**src/rtl/i2c_atx_pkg.sv**
```systemverilog
package i2c_atx_pkg;
  typedef enum logic [3:0] {
    ST_IDLE, ST_START, ST_BLO, ST_BHI, ST_ALO, ST_AHI, ST_HOLD, ST_PLO, ST_PHI
  } st_t;

  localparam int F_EMPTY = 0;
  localparam int F_INT   = 1;
  localparam int F_REQ   = 2;
  localparam int NFLAGS  = 3;

  localparam logic [1:0] A_DATA = 2'd0;
  localparam logic [1:0] A_CTRL = 2'd1;
  localparam logic [1:0] A_FCLR = 2'd2;
  localparam logic [1:0] A_DIV  = 2'd3;
endpackage

```
**src/rtl/i2c_atx_tick.sv**
```systemverilog
module i2c_atx_tick #(
  parameter int DIV_W = 8
) (
  input  logic             clk,
  input  logic             rst_n,
  input  logic             run,
  input  logic [DIV_W-1:0] div,
  output logic             tick
);
  logic [DIV_W-1:0] cnt_q, cnt_d;

  assign tick = run && (cnt_q == div);

  always_comb begin
    cnt_d = cnt_q;
    if (!run)      cnt_d = '0;
    else if (tick) cnt_d = '0;
    else           cnt_d = cnt_q + 1'b1;
  end

  always_ff @(posedge clk or negedge rst_n) begin
    if (!rst_n) cnt_q <= '0;
    else        cnt_q <= cnt_d;
  end
endmodule

```
**src/rtl/i2c_atx_seq.sv**
```systemverilog
module i2c_atx_seq
  import i2c_atx_pkg::*;
#(
  parameter int DW = 8
) (
  input  logic          clk,
  input  logic          rst_n,
  input  logic          tick,
  input  logic          pend,
  input  logic          stop_req,
  input  logic [DW-1:0] tx_byte,
  input  logic          sda_in,
  output logic          load,
  output logic          stop_take,
  output logic          byte_done,
  output logic          ack_bit,
  output logic          scl_oe,
  output logic          sda_oe,
  output st_t           state
);
  localparam int CW = $clog2(DW);
  localparam logic [CW-1:0] LAST = CW'(DW - 1);

  st_t            st_q, st_d;
  logic [DW-1:0]  sh_q, sh_d;
  logic [CW-1:0]  cnt_q, cnt_d;
  logic           ack_q, ack_d;

  always_comb begin
    st_d      = st_q;
    sh_d      = sh_q;
    cnt_d     = cnt_q;
    ack_d     = ack_q;
    load      = 1'b0;
    stop_take = 1'b0;
    byte_done = 1'b0;
    if (tick) begin
      unique case (st_q)
        ST_IDLE: if (pend) begin
          st_d = ST_START;
          load = 1'b1;
          sh_d = tx_byte;
        end
        ST_START: begin
          st_d  = ST_BLO;
          cnt_d = LAST;
        end
        ST_BLO: st_d = ST_BHI;
        ST_BHI: begin
          if (cnt_q == '0) st_d = ST_ALO;
          else begin
            cnt_d = cnt_q - 1'b1;
            sh_d  = {sh_q[DW-2:0], 1'b0};
            st_d  = ST_BLO;
          end
        end
        ST_ALO: begin
          st_d  = ST_AHI;
          ack_d = sda_in;
        end
        ST_AHI: begin
          st_d      = ST_HOLD;
          byte_done = 1'b1;
        end
        ST_HOLD: begin
          if (pend) begin
            st_d  = ST_BLO;
            load  = 1'b1;
            sh_d  = tx_byte;
            cnt_d = LAST;
          end else if (stop_req) begin
            st_d      = ST_PLO;
            stop_take = 1'b1;
          end
        end
        ST_PLO:  st_d = ST_PHI;
        ST_PHI:  st_d = ST_IDLE;
        default: st_d = ST_IDLE;
      endcase
    end
  end

  always_ff @(posedge clk or negedge rst_n) begin
    if (!rst_n) begin
      st_q  <= ST_IDLE;
      sh_q  <= '0;
      cnt_q <= '0;
      ack_q <= 1'b1;
    end else begin
      st_q  <= st_d;
      sh_q  <= sh_d;
      cnt_q <= cnt_d;
      ack_q <= ack_d;
    end
  end

  assign ack_bit = ack_q;
  assign state   = st_q;
  assign scl_oe  = (st_q == ST_BLO) || (st_q == ST_ALO) ||
                   (st_q == ST_HOLD) || (st_q == ST_PLO);
  assign sda_oe  = (st_q == ST_START) || (st_q == ST_PLO) || (st_q == ST_PHI) ||
                   (((st_q == ST_BLO) || (st_q == ST_BHI)) && !sh_q[DW-1]);
endmodule

```
**src/rtl/i2c_atx_flags.sv**
```systemverilog
module i2c_atx_flags
  import i2c_atx_pkg::*;
(
  input  logic              clk,
  input  logic              rst_n,
  input  logic              byte_done,
  input  logic              ack_bit,
  input  logic              ajen,
  input  logic              ddone,
  input  logic              data_wr,
  input  logic              fclr_wr,
  input  logic [NFLAGS-1:0] fclr_val,
  output logic [NFLAGS-1:0] flags,
  output logic              ack_stat
);
  logic [NFLAGS-1:0] fl_q, fl_d, set_m, clr_m;
  logic              ack_q, ack_d;

  always_comb begin
    clr_m = '0;
    if (ddone)   clr_m = '1;
    if (fclr_wr) clr_m = clr_m | ~fclr_val;
    if (data_wr) clr_m[F_EMPTY] = 1'b1;

    set_m = '0;
    if (byte_done) begin
      set_m[F_INT] = 1'b1;
      if (!ajen || !ack_bit) begin
        set_m[F_EMPTY] = 1'b1;
        set_m[F_REQ]   = 1'b1;
      end
    end

    fl_d  = (fl_q & ~clr_m) | set_m;
    ack_d = byte_done ? (ajen & ack_bit) : ack_q;
  end

  always_ff @(posedge clk or negedge rst_n) begin
    if (!rst_n) begin
      fl_q  <= NFLAGS'(1) << F_EMPTY;
      ack_q <= 1'b0;
    end else begin
      fl_q  <= fl_d;
      ack_q <= ack_d;
    end
  end

  assign flags    = fl_q;
  assign ack_stat = ack_q & ajen;
endmodule

```
**src/rtl/i2c_atx.sv**
```systemverilog
module i2c_atx
  import i2c_atx_pkg::*;
#(
  parameter int               DIV_W   = 8,
  parameter logic [DIV_W-1:0] DIV_RST = DIV_W'(4)
) (
  input  logic        clk,
  input  logic        rst_n,
  input  logic        wr_en,
  input  logic [1:0]  wr_addr,
  input  logic [7:0]  wr_data,
  output logic        scl_oe,
  output logic        sda_oe,
  input  logic        sda_in,
  output logic        irq,
  output logic        dreq,
  input  logic        ddone,
  output logic [2:0]  flags_o,
  output logic        ack_stat_o
);
  localparam int DW = 8;
  localparam int DL = (DIV_W < DW) ? DIV_W : DW;

  logic [1:0] rs_q;
  logic       rst_sn;

  always_ff @(posedge clk or negedge rst_n) begin
    if (!rst_n) rs_q <= 2'b00;
    else        rs_q <= {rs_q[0], 1'b1};
  end
  assign rst_sn = rs_q[1];

  logic [DW-1:0]    tx_q, tx_d;
  logic             pend_q, pend_d;
  logic             ajen_q, ajen_d;
  logic             ien_q, ien_d;
  logic             stop_q, stop_d;
  logic [DIV_W-1:0] div_q, div_d;

  logic data_wr, ctrl_wr, fclr_wr, div_wr;
  logic tick, load, stop_take, byte_done, ack_bit;
  st_t  state;

  assign data_wr = wr_en && (wr_addr == A_DATA);
  assign ctrl_wr = wr_en && (wr_addr == A_CTRL);
  assign fclr_wr = wr_en && (wr_addr == A_FCLR);
  assign div_wr  = wr_en && (wr_addr == A_DIV);

  always_comb begin
    tx_d   = data_wr ? wr_data : tx_q;
    pend_d = data_wr ? 1'b1 : (load ? 1'b0 : pend_q);
    ajen_d = ctrl_wr ? wr_data[0] : ajen_q;
    ien_d  = ctrl_wr ? wr_data[1] : ien_q;
    div_d  = div_q;
    if (div_wr) div_d = DIV_W'(wr_data[DL-1:0]);
    if (ctrl_wr && wr_data[2])                stop_d = 1'b1;
    else if (stop_take || (state == ST_IDLE)) stop_d = 1'b0;
    else                                      stop_d = stop_q;
  end

  always_ff @(posedge clk or negedge rst_sn) begin
    if (!rst_sn) begin
      tx_q   <= '0;
      pend_q <= 1'b0;
      ajen_q <= 1'b0;
      ien_q  <= 1'b0;
      stop_q <= 1'b0;
      div_q  <= DIV_RST;
    end else begin
      tx_q   <= tx_d;
      pend_q <= pend_d;
      ajen_q <= ajen_d;
      ien_q  <= ien_d;
      stop_q <= stop_d;
      div_q  <= div_d;
    end
  end

  i2c_atx_tick #(.DIV_W(DIV_W)) u_tick (
    .clk   (clk),
    .rst_n (rst_sn),
    .run   ((state != ST_IDLE) || pend_q),
    .div   (div_q),
    .tick  (tick)
  );

  i2c_atx_seq #(.DW(DW)) u_seq (
    .clk       (clk),
    .rst_n     (rst_sn),
    .tick      (tick),
    .pend      (pend_q),
    .stop_req  (stop_q),
    .tx_byte   (tx_q),
    .sda_in    (sda_in),
    .load      (load),
    .stop_take (stop_take),
    .byte_done (byte_done),
    .ack_bit   (ack_bit),
    .scl_oe    (scl_oe),
    .sda_oe    (sda_oe),
    .state     (state)
  );

  i2c_atx_flags u_flags (
    .clk       (clk),
    .rst_n     (rst_sn),
    .byte_done (byte_done),
    .ack_bit   (ack_bit),
    .ajen      (ajen_q),
    .ddone     (ddone),
    .data_wr   (data_wr),
    .fclr_wr   (fclr_wr),
    .fclr_val  (wr_data[NFLAGS-1:0]),
    .flags     (flags_o),
    .ack_stat  (ack_stat_o)
  );

  assign dreq = flags_o[F_REQ];
  assign irq  = flags_o[F_INT] & ien_q;
endmodule

```
**config.mk**
```make
export PLATFORM = sky130hd
export DESIGN_NAME = i2c_atx
export DESIGN_NICKNAME = d
export VERILOG_FILES = /design/src/rtl/i2c_atx_pkg.sv /design/src/rtl/i2c_atx_tick.sv /design/src/rtl/i2c_atx_seq.sv /design/src/rtl/i2c_atx_flags.sv /design/src/rtl/i2c_atx.sv
export SDC_FILE = /design/constraint.sdc
export NUM_CORES = 1
export LEC_CHECK = 0
export ABC_AREA = 1
export BUFFER_PORTS_ARGS = -buffer_cell sky130_fd_sc_hd__buf_2
export CORE_ASPECT_RATIO = 1.4
export CORE_MARGIN = 1
export CORE_UTILIZATION = 54
export CTS_CLUSTER_DIAMETER = 40
export DETAILED_ROUTE_END_ITERATION = 10
export PLACE_DENSITY = 0.88
export SETUP_SLACK_MARGIN = 0.2
export SLEW_MARGIN = 20
export SYNTH_ARGS = -nofsm -noshare
export SYNTH_HDL_FRONTEND = slang
export SYNTH_HIERARCHICAL = 1
export SYNTH_SLANG_ARGS = --single-unit
```
**constraint.sdc**
```tcl
create_clock -name clk -period 1.7 [get_ports clk]
set_clock_uncertainty 0.2 [all_clocks]
set_input_delay 0.17 -clock clk [delete_from_list [all_inputs] [get_ports clk]]
set_output_delay 0.17 -clock clk [all_outputs]
set_load 0.01 [all_outputs]
```
==> flow_summary.toml, run 1 <==
[placed_design]
post-dp-hpwl_um = 5310
io_buffers = 22
place_congestion = 0.901

[clocking]
cts_tree = "yes"
clk_pin_slew_ns = 0.12
cts-root-buf = "clkbuf_8"
cts.path.max_buffers = 2
clock_latency_ns = 0.33
cts.sinks = 50
htree_levels = 2
cts-buffers-inserted = 5

[worst_setup_path]
path_class = "reg -> reg"
cp-start-kind = "flop"
cp_max_fo = 5
endpoint_kind = "flop"
arrival_ns = 2.17
worstPathRequired_ns = 1.76

[synthesis]
synth_area_per_cell_um2 = 7.72
ys_ff_latch = 50
syn_area_um2 = 2990
synthCells = 387
ys_types = 31
synth_xor_area_share_pct = 0.879
muxShareOfSynthArea_pct = 0.377
synthAdderAreaFrac_pct = 1.26
synth_top_area_cell = "dfrtp_1"
synth_compound_area_share_pct = 6.28
synth_warnings = 6
yosysSeqAreaShare_pct = 42.0
syn_nets = 405
synth_area_leaders = "dfrtp_1 (39%), nand2_1 (14%), nand3_1 (8.2%)"
synth-simple-area-share_pct = 40.1
synth_top_family_by_area = "simple AND/OR/NAND/NOR gates"
synth.top_cell.area_share_pct = 39.3

[global_route]
grt_pass1_vias = 3373
antenna_found_initial = 1
overflow = 0
grt_max_degree = 22
grt_pass1_wl_um = 16300
grt_usage_pct = 36.9

[floorplanning]
die_w_um = 64.9
initial_core_util_pct = 57.1
fp.dieH_um = 90.0
die-area_um2 = 5840
io_pins = 23
coreArea_um2 = 5240
rows = 31

[sta]
fin_crit_sh_pct = 124
slew_violations = 0
setup_ws_ns = -0.403
fin_tns_setup_ns = -6.52
max_freq_mhz = 475
finalHoldViolCount = 0
setup_viol = 29
fin_crit_ns = 2.10
fin_hold_ws_ns = 0.0194
grt_setup_unrepaired = "yes"

[routing]
drc = 0
wl_um = 12000
viasPerCell = 6.50
dr.pass1.iters = 10
wl_per_cell_um = 22.1
drtIter0Drc = 538
ant_nets = 0
vias = 3551

[run_status]
violations = "setup timing"
outcome = "finished with violations"

[layout]
final_cell_mix = "nand2_1 (101), buf_4 (47), inv_1 (42), dfrtp_1 (42), nand3_1 (40)"
utilization_pct = 76.3
multiInputGateArea_um2 = 1630
drive_above_1_share_pct = 40.9
fill_cells = 274
nNetsFinal = 496
seq_area_um2 = 1260
layout_commonest_cell = "nand2_1"
area_growth_pct = 33.7

[power]
leakage_nw = 2.12
ir_drop_mv = 1.12
power_density_nw_per_um2 = 1610

[min_path]
hold_class = "reg -> async"

[job]
drv_cap = 0
cell usage after synthesis:
library cell,instances
a21boi_0,1
a21boi_1,1
a21oi_1,6
buf_2,3
buf_4,2
buf_6,2
conb_1,1
dfrtp_1,47
dfstp_2,3
ha_1,3
inv_1,48
inv_2,7
inv_8,1
mux2_1,1
nand2_1,112
nand2_2,24
nand2_4,5
nand2_8,3
nand3_1,49
nand3_4,1
nand3b_1,1
nand4_1,9
nor2_1,21
nor2_2,5
nor2_4,6
o21ai_0,4
o21ai_1,7
o21ai_2,9
o311ai_0,1
or2_2,1
xnor2_1,3
state kept, by name, summed over array words and instances (netlist names):
name	count
u_seq/cnt_q	3
ajen_q	1
tx_q	8
ien_q	1
u_flags/ack_q	1
u_tick/cnt_q	8
u_seq/sh_q	8
u_seq/ack_bit	1
stop_q	1
u_flags/flags	3
u_seq/state	4
rs_q	2
div_q	8
pend_q	1
cell type report:
type                       count  area share, %
clock inverter                 3          0.563
multi-input combinational    274           40.7
inverter                      56           5.63
clock buffer                   5           1.72
antenna                        1         0.0626
timing repair buffer          90           17.6
tap                           66           2.07
sequential                    50           31.5
timing repair inverter         1          0.156
path summary, 6_finish.rpt:
path                            startpoint             to  slack [ns]  depth (start not counted)
min reg2reg                        rs_q[1]         stop_q        0.02                          0
max in group asynchronous            rst_n        rs_q[1]        0.64                          3
min in group clk                wr_addr[0]         ajen_q        0.02                          3
min                                rs_q[1]         stop_q        0.02                          0
max reg2reg                u_tick/cnt_q[4]  u_seq/sh_q[5]       -0.40                         12
max                        u_tick/cnt_q[4]  u_seq/sh_q[5]       -0.40                         12
metrics by stage:
| stage | setup slack (ns) | std cells | power (mW) | cell area (µm²) |
|---|---|---|---|---|
| global placement | -0.190 | 504 | 4.38 | 3450 |
| floorplan | -0.0664 | 387 | 3.51 | 3020 |
| detailed placement | -0.206 | 504 | 4.51 | 3450 |
| global route | -0.466 | 546 | 6.66 | 4000 |
| finish | -0.403 | 546 | 6.43 | 4000 |
| CTS | -0.166 | 533 | 5.53 | 3790 |
where the power goes:
part,switching [mW],total (mW),internal [mW]
clock network,0.498,0.798,0.300
registers,0.328,1.82,1.49
logic,2.26,3.81,1.56
total,3.09,6.43,3.35
cell families after synthesis:
family	Yosys count
AND/OR/NAND/NOR	237
XOR/XNOR	3
adder cells (fa/ha/maj)	3
multiplexers	1
other	1
flip-flops	50
AO/OA/AOI/OAI	29
buffers and inverters	63
timing repair:
| action | in CTS | in global routing |
|---|---|---|
| gates cloned | 1 | 0 |
| gates resized for setup | 19 | 38 |
| pin swaps | 8 | 16 |
| setup endpoints to repair | 29 | 32 |
| endpoints found under the hold margin | 23 | 0 |
| hold buffers | 12 | 0 |
| buffers inserted | 8 | 12 |
metal layers:
layer | wire [µm] | up-vias | global-route usage [%]
met1 | 3680 | 1580 | 40.2
met5 | 0 | - | 0
met3 | 1490 | 160 | 7.61
met4 | 1390 | 0 | 28.3
met2 | 5490 | 411 | 61.0
li1 | - | 1400 | -
critical path, stage by stage (launching register included):
cell and delay [ns]:
dfrtp_1 0.44, inv_1 0.09, nand2_1 0.07, nand2_1 0.10, inv_1 0.09, nor2_2 0.10, nand3_2 0.11, nor2_4 0.17
buf_12 0.15, nand2_8 0.08, clkinv_8 0.08, nand3_1 0.22, nand2_2 0.14
(Power assumes the default switching activity.)
==> inputs of run 2 (changes only) <==
PLACE_DENSITY = 0.76   (was 0.88)
==> flow_summary.toml, run 2 (synthesis gave the netlist of run 1 again) <==
[power]
ir_drop_mv = 1.06
internal_power_mw = 3.51
leakage_nw = 2.15
combPwrFrac_pct = 57.7
switching_share_pct = 43.6
clkPwrFrac_pct = 14.4
p_seq_share_pct = 27.8
power_density_nw_per_um2 = 1520
net-switching-power_mw = 2.72
power_mw = 6.22

[routing]
ant_nets = 0
wl_um = 8150
vias = 2906
drc = 0
wl_per_cell_um = 14.9
drtIter0Drc = 135
dr.pass1.iters = 4
viasPerCell = 5.30

[layout]
nNetsFinal = 499
final_area_um2 = 4100
drive_above_1_share_pct = 41.9
fill_cells = 329
layout_commonest_cell = "nand2_1"
area_growth_pct = 37.1
antennaDiodeCount = 0
final_cell_mix = "nand2_1 (98), dfrtp_1 (44), inv_1 (42), buf_4 (42), nand3_1 (41)"

[clocking]
htree_levels = 2
cts.sinks = 50
cts-buffers-inserted = 5
clk_pin_slew_ns = 0.10
cts-root-buf = "clkbuf_8"
cts.path.max_buffers = 2
cts_tree = "yes"
clock_latency_ns = 0.32

[sta]
setup_viol = 32
finalHoldViolCount = 0
max_freq_mhz = 506
setup_ws_ns = -0.276
fin_crit_ns = 1.98
fin_tns_setup_ns = -6.31
fin_crit_sh_pct = 116
slew_violations = 0
grt_setup_unrepaired = "yes"

[placed_design]
post-dp-hpwl_um = 5160
io_buffers = 22
place_congestion = 0.874
place_area_um2 = 3440

[worst_setup_path]
cp-start-kind = "flop"
endpoint_kind = "flop"
worstPathRequired_ns = 1.75
arrival_ns = 2.03
cp_max_fo = 4
path_class = "reg -> reg"

[global_route]
overflow = 0
grt_usage_pct = 28.2
grt_pass1_vias = 2890
grt_max_degree = 45
antenna_found_initial = 0
grt_pass1_wl_um = 12700

[floorplanning]
fp.dieH_um = 90.0
coreArea_um2 = 5240
rows = 31
die_w_um = 64.9
die-area_um2 = 5840
initial_core_util_pct = 57.1
io_pins = 23

[run_status]
violations = "setup timing"
outcome = "finished with violations"

[job]
drv_cap = 0

[min_path]
hold_class = "reg -> async"
[run 2: cell count changes in the layout (fill, tap and decap cells not counted), sizes merged]
cell	delta
clkinv	-2
buf	+1
inv	+1
bufinv	+1
diode	-1
dlygate4sd3	+2
[run 2: area by class of cell]
| cell class | count | area (µm²) | area share [%] |
|---|---|---|---|
| Clock inverter | 3 | 47.5 | 1.16 |
| Sequential cell | 50 | 1260 | 30.7 |
| Timing Repair Buffer | 93 | 752 | 18.3 |
| Multi-Input combinational cell | 274 | 1660 | 40.5 |
| Timing Repair inverter | 1 | 6.26 | 0.153 |
| Inverter | 56 | 223 | 5.43 |
| Tap cell | 66 | 82.6 | 2.01 |
| Clock buffer | 5 | 68.8 | 1.68 |
[run 2: path summary, 6_finish.rpt]
path                       startpoint  slack, ns  depth (start not counted)          endpoint
max reg2reg                  div_q[3]      -0.28                          9     u_seq/ack_bit
min                           rs_q[1]       0.05                          0  u_flags/flags[0]
min in group clk                wr_en       0.05                          3           tx_q[5]
min reg2reg                   rs_q[1]       0.05                          0  u_flags/flags[0]
max in group asynchronous       rst_n       0.65                          3           rs_q[1]
max                          div_q[3]      -0.28                          9     u_seq/ack_bit
[run 2: repair_timing]
item	4_1_cts	5_1_grt
gates cloned	1	0
resized for setup	31	38
buffers inserted	12	10
hold buffers	14	0
endpoints found under the hold margin	28	0
setup endpoints to repair	29	32
pin swaps	26	25
[run 2: power by group through the flow]
stage	clock network, mW	logic, mW	registers (mW)
after floorplan	0	1.73	1.78
after global placement	0	2.66	1.72
after detailed placement	0	2.72	1.73
after CTS	0.904	3.11	1.71
after global routing	0.945	3.89	1.77
final	0.899	3.59	1.73
[run 2: routing by layer]
layer  part of all wire [%]  global-route usage (%)  vias to the layer above
met3                    3.2                    5.46                       37
met2                     54                    49.0                       94
met5                      0                       0                        -
li1                       -                       -                     1401
met1                     38                    31.5                     1374
met4                    5.5                    15.2                        0
[run 2: worst max-delay path, stage by stage, from the launching register on]
cell and delay (ns):
dfrtp_1 0.44, inv_1 0.06, nand2_1 0.10, o21ai_0 0.16, nor2_2 0.13, nand3_2 0.10, nor2_4 0.18, buf_4 0.14
nand3_2 0.10, mux2_4 0.31
[run 2: metrics by stage]
step,util (%),setup slack [ns],cells,hold WS [ns]
2_1_floorplan,-,-0.0664,387,-0.326
3_3_place_gp,65.7,-0.157,503,-0.244
3_5_place_dp,65.7,-0.225,503,-0.244
4_1_cts,74.4,-0.204,538,0.0339
5_1_grt,78.3,-0.345,548,0.0566
6_report,78.3,-0.276,548,0.0498
